`src/rtl/gfsys_pkg.sv`:
```
package gfsys_pkg;
   localparam int unsigned MAX_N = 32;

   typedef struct packed {
      logic ld;
      logic val;
   } inj_t;
endpackage

```
`src/rtl/gfsys_delay.sv`:
```
// Fixed-depth register delay line (DEPTH >= 1), async reset to zero.
module gfsys_delay #(
   parameter int unsigned WIDTH = 1,
   parameter int unsigned DEPTH = 1
) (
   input  logic             clk,
   input  logic             rst_n,
   input  logic [WIDTH-1:0] d,
   output logic [WIDTH-1:0] q
);
   logic [WIDTH-1:0] stg [DEPTH];

   always_ff @(posedge clk or negedge rst_n) begin
      if (!rst_n) begin
         for (int i = 0; i < int'(DEPTH); i++) stg[i] <= '0;
      end else begin
         stg[0] <= d;
         for (int i = 1; i < int'(DEPTH); i++) stg[i] <= stg[i-1];
      end
   end

   assign q = stg[DEPTH-1];
endmodule

```
`src/rtl/gfsys_row.sv`:
```
// Row feedback line: taps[j] is the row source delayed by j cycles.
module gfsys_row #(
   parameter int unsigned N = 8
) (
   input  logic         clk,
   input  logic         rst_n,
   input  logic         src,
   output logic [N-1:0] taps
);
   logic [N-2:0] stg;

   always_ff @(posedge clk or negedge rst_n) begin
      if (!rst_n) begin
         stg <= '0;
      end else begin
         stg[0] <= src;
         for (int j = 1; j < int'(N) - 1; j++) stg[j] <= stg[j-1];
      end
   end

   assign taps = {stg, src};
endmodule

```
`src/rtl/gfsys_column.sv`:
```
// Pipelined parity column: one register per row crossing, XOR site where
// the constant matrix has a one, load multiplexer on the final stage.
module gfsys_column #(
   parameter int unsigned N      = 8,
   parameter int unsigned COL    = 0,
   parameter logic [N*N-1:0] MATRIX = '0
) (
   input  logic         clk,
   input  logic         rst_n,
   input  logic [N-1:0] taps,
   input  logic         inj_ld,
   input  logic         inj_val,
   output logic         state_bit
);
   logic [N-1:0] acc;

   for (genvar r = 0; r < int'(N); r++) begin : g_cross
      localparam bit SITE = MATRIX[r*N + COL];
      logic prev;
      logic mixed;

      if (r == 0) begin : g_head
         assign prev = 1'b0;
      end else begin : g_link
         assign prev = acc[r-1];
      end

      assign mixed = prev ^ (taps[r] & SITE);

      if (r == int'(N) - 1) begin : g_tail
         always_ff @(posedge clk or negedge rst_n) begin
            if (!rst_n)      acc[r] <= 1'b0;
            else if (inj_ld) acc[r] <= inj_val;
            else             acc[r] <= mixed;
         end
      end else begin : g_body
         always_ff @(posedge clk or negedge rst_n) begin
            if (!rst_n) acc[r] <= 1'b0;
            else        acc[r] <= mixed;
         end
      end
   end

   assign state_bit = acc[N-1];
endmodule

```
`src/rtl/gfsys_cmul_array.sv`:
```
// Two-dimensional systolic constant multiplier over GF(2^N).
module gfsys_cmul_array #(
   parameter int unsigned    N      = 8,
   parameter logic [N*N-1:0] MATRIX = 64'h1D80_4020_1008_0402
) (
   input  logic         clk,
   input  logic         rst_n,
   input  logic         load,
   input  logic [N-1:0] init_word,
   output logic [N-1:0] state_out
);
   import gfsys_pkg::*;

   localparam int unsigned INJ_W = $bits(inj_t);

   if (N < 2 || N > MAX_N) begin : g_bad_width
      $error("gfsys_cmul_array: N out of supported range");
   end

   logic [N-1:0] st;
   logic [N-1:0] row_tap [N];
   logic [N-1:0] col_tap [N];
   inj_t         inj_raw [N];
   inj_t         inj_sk  [N];

   // Row feedback lines, one per state bit.
   for (genvar r = 0; r < int'(N); r++) begin : g_row
      gfsys_row #(.N(N)) u_row (
         .clk   (clk),
         .rst_n (rst_n),
         .src   (st[r]),
         .taps  (row_tap[r])
      );
   end

   // Column c reads each row at delay c, which closes every loop at N.
   for (genvar c = 0; c < int'(N); c++) begin : g_col
      for (genvar r = 0; r < int'(N); r++) begin : g_wire
         assign col_tap[c][r] = row_tap[r][c];
      end

      assign inj_raw[c] = '{ld: load, val: init_word[c]};

      // Input skew: column c is loaded c cycles after column 0.
      if (c == 0) begin : g_inj_direct
         assign inj_sk[c] = inj_raw[c];
      end else begin : g_inj_skew
         gfsys_delay #(.WIDTH(INJ_W), .DEPTH(c)) u_inj_dly (
            .clk   (clk),
            .rst_n (rst_n),
            .d     (inj_raw[c]),
            .q     (inj_sk[c])
         );
      end

      gfsys_column #(.N(N), .COL(c), .MATRIX(MATRIX)) u_col (
         .clk       (clk),
         .rst_n     (rst_n),
         .taps      (col_tap[c]),
         .inj_ld    (inj_sk[c].ld),
         .inj_val   (inj_sk[c].val),
         .state_bit (st[c])
      );

      // Output deskew: column c waits N-1-c cycles to line up.
      if (c == int'(N) - 1) begin : g_out_direct
         assign state_out[c] = st[c];
      end else begin : g_out_skew
         gfsys_delay #(.WIDTH(1), .DEPTH(N - 1 - c)) u_out_dly (
            .clk   (clk),
            .rst_n (rst_n),
            .d     (st[c]),
            .q     (state_out[c])
         );
      end
   end
endmodule

```
`config.mk`:
```
export PLATFORM = sky130hd
export DESIGN_NAME = gfsys_cmul_array
export DESIGN_NICKNAME = d
export VERILOG_FILES = /design/src/rtl/gfsys_pkg.sv /design/src/rtl/gfsys_delay.sv /design/src/rtl/gfsys_row.sv /design/src/rtl/gfsys_column.sv /design/src/rtl/gfsys_cmul_array.sv
export SDC_FILE = /design/constraint.sdc
export NUM_CORES = 1
export LEC_CHECK = 0
export CORE_ASPECT_RATIO = 0.75
export CORE_UTILIZATION = 45
export CTS_CLUSTER_SIZE = 25
export DETAILED_ROUTE_END_ITERATION = 6
export GPL_ROUTABILITY_DRIVEN = 1
export PLACE_DENSITY_LB_ADDON = 0.2
export SYNTH_ARGS = -nofsm -noshare
export SYNTH_HDL_FRONTEND = slang
export SYNTH_HIERARCHICAL = 1
export SYNTH_SLANG_ARGS = --single-unit
```
`constraint.sdc`:
```
create_clock -name clk -period 1.09 [get_ports clk]
set_input_delay 0.2725 -clock clk [delete_from_list [all_inputs] [get_ports clk]]
set_output_delay 0.2725 -clock clk [all_outputs]
set_load 0.03 [all_outputs]
```
==> metrics.cfg <==
[status]
status = finished with violations
violations = DRC, setup timing

[power]
p_leak_uw = 0.00227
p_int_uw = 10000
p_seq_share_pct = 50.4
ir_drop_mv = 1.41
power_frac_clock_pct = 46.4
powerDensity_mw_per_mm2 = 2540
switching_share_pct = 20.4
p_switching_uw = 2560
power_frac_comb_pct = 3.1

[worst_setup_path]
cp.arrival_ns = 0.99
endpoint_kind = primary output
path_max_fanout = 3
criticalPathCategory = reg2out
crit_chain = buf_6
reg2reg_depth = 1
worst_ep_required_time_ns = 0.82
rrSetupSlack_ns = 0.27
crit_family = flip-flops
critPathMaxStageDelay_ns = 0.42
cp_num_buf_inv = 1
r2r_end = g_col[0].u_col/state_bit
crit_slowest_cell = dfrtp_1
cp.depth = 1
reg2reg_from = g_col[7].u_col/state_bit
crit_path_start_kind = flip-flop

[finish]
n_antenna_cell = 0
fin_nets = 220
finalNonFillerCells = 329
multiInputGateArea_um2 = 128
layout-drive-gt1-share_pct = 22.6
regArea_mm2 = 0.00380
fillers = 627
area_growth_pct = 22.7
final_area_mm2 = 0.00495

[floorplan]
ios = 19
die_w_um = 111
rows = 29
die_height_um = 84.0
core_area_mm2 = 0.00856
die_area_mm2 = 0.00936
start_util_pct = 47.1

[clocking]
numCtsBuffers = 17
root_buffer = clkbuf_16
clkTransAtPathRegs_ns = 0.06
clock-sinks = 152
clockBufferDepth = 2
post_cts.repair.setup_buffers = 0
htreeDepth = 4
clock_latency_ns = 0.40
cts_tree = yes

[placement]
dp_slack_ns = -0.122
dp_hpwl_um = 2380
place_area_mm2 = 0.00430
io_buffers = 18
place_inst = 297
globalplace.congestion = 0.664

[sta]
whs_ns = 0.288
slew_headroom_pct = 84.3
timing.final.ws_setup_ns = -0.171
fin_worst_skew_ns = 0.00691
hold_viol_final = 0
fin_tns_setup_ns = -0.786
period_share_pct = 116
setup_viol = 8
layout_min_cycle_time_ns = 1.26
clock.fmax_mhz = 793
worst_pin_slew_ns = 0.235
drv_slew = 0
rsz0062_at_grt = yes

[worst_hold_path]
hold_path_class = in2async

[detailed_routing]
via_per_inst = 4.21
ant_nets = 0
via_count = 1385
drt_iter0_drc = 60
remaining_drc_errors = 2
drt-total-wl_um = 4320
first_pass_iters = 5
wl_per_cell_um = 13.1

[grt]
antenna_found_initial = 0
grt_use_total_pct = 11.5
globalRoute.totalOverflow = 0
first_global_vias = 1573
grt_max_degree = 48
grt_pass1_wl_um = 7620

[logic_synthesis]
syn-num-nets = 191
synth_cells = 180
syn_area_per_cell_um2 = 22.4
yosys_warnings = 6
syn_area_mm2 = 0.00404

[job]
max_cap_viol_count = 0

cell usage in the layout (no fill, tap or decap):
master           instances
mux2_4                   5
o21ai_1                  3
clkinv_2                 2
clkbuf_8                 1
clkinv_4                 4
buf_4                    2
xnor2_1                  3
clkdlybuf4s50_1          9
dlygate4sd3_1            1
dfrtp_1                152
bufinv_16                3
buf_6                    9
clkbuf_16               17
clkinvlp_4               1
nand2_1                  3
inv_6                    3
buf_12                   3
worst max path at each step:
stage,startpoint,to,slack (ns)
4_1_cts,g_col[7].u_col/state_bit,state_out[7],-0.20
2_1_floorplan,g_col[5].g_inj_skew.u_inj_dly/q[1],g_col[5].u_col/state_bit,0.23
3_5_place_dp,load,g_col[0].u_col/state_bit,-0.12
5_1_grt,g_col[7].u_col/state_bit,state_out[7],-0.21
6_report,g_col[7].u_col/state_bit,state_out[7],-0.17
3_3_place_gp,load,g_col[0].u_col/state_bit,-0.10
metal layers:
metal / routed length [µm] / track usage [%] / vias up
li1: - / - / 606
met1: 2030 / 14.2 / 744
met2: 2000 / 16.0 / 28
met3: 228 / 6.97 / 7
met4: 60 / 5.53 / 0
met5: 0 / 0 / -
sequential cells by signal, indices dropped and copies added, names as in the netlist:
signal / count
g_col.g_out_skew.u_out_dly/stg: 21
g_col.g_inj_skew.u_inj_dly/stg: 42
g_col.u_col/g_cross.prev: 3
g_col.u_col/g_cross.mixed: 25
g_col.u_col/state_bit: 8
g_row.u_row/stg: 32
g_col.g_inj_skew.u_inj_dly/q: 14
g_col.g_out_skew.u_out_dly/q: 7
timing repair:
item / CTS / global route
pin swaps: 0 / 0
gates resized for setup: 8 / 0
hold buffers: 1 / 0
endpoints found under the hold margin: 96 / 0
endpoints found under the setup margin: 8 / 8
power by group through the flow:
stage / logic, µW / registers [µW] / clock network, µW
after floorplan: 114 / 6440 / 0
after global placement: 376 / 6430 / 0
after detailed placement: 379 / 6450 / 0
after CTS: 407 / 6370 / 6000
after global routing: 435 / 6410 / 6260
final: 395 / 6350 / 5840
through the flow:
stage	utilization, %	power [µW]
3_3_place_gp	50.2	6800
4_1_cts	57.8	12800
2_1_floorplan	-	6550
3_5_place_dp	50.2	6830
6_report	57.8	12600
5_1_grt	57.8	13100
area by class of cell:
class                      count  area share, %
clock buffer                  18           8.87
sequential                   152           76.8
clock inverter                13           3.41
tap                          108           2.73
multi-input combinational     14           2.58
timing repair buffer          24           5.59
(Power assumes the default switching activity.)
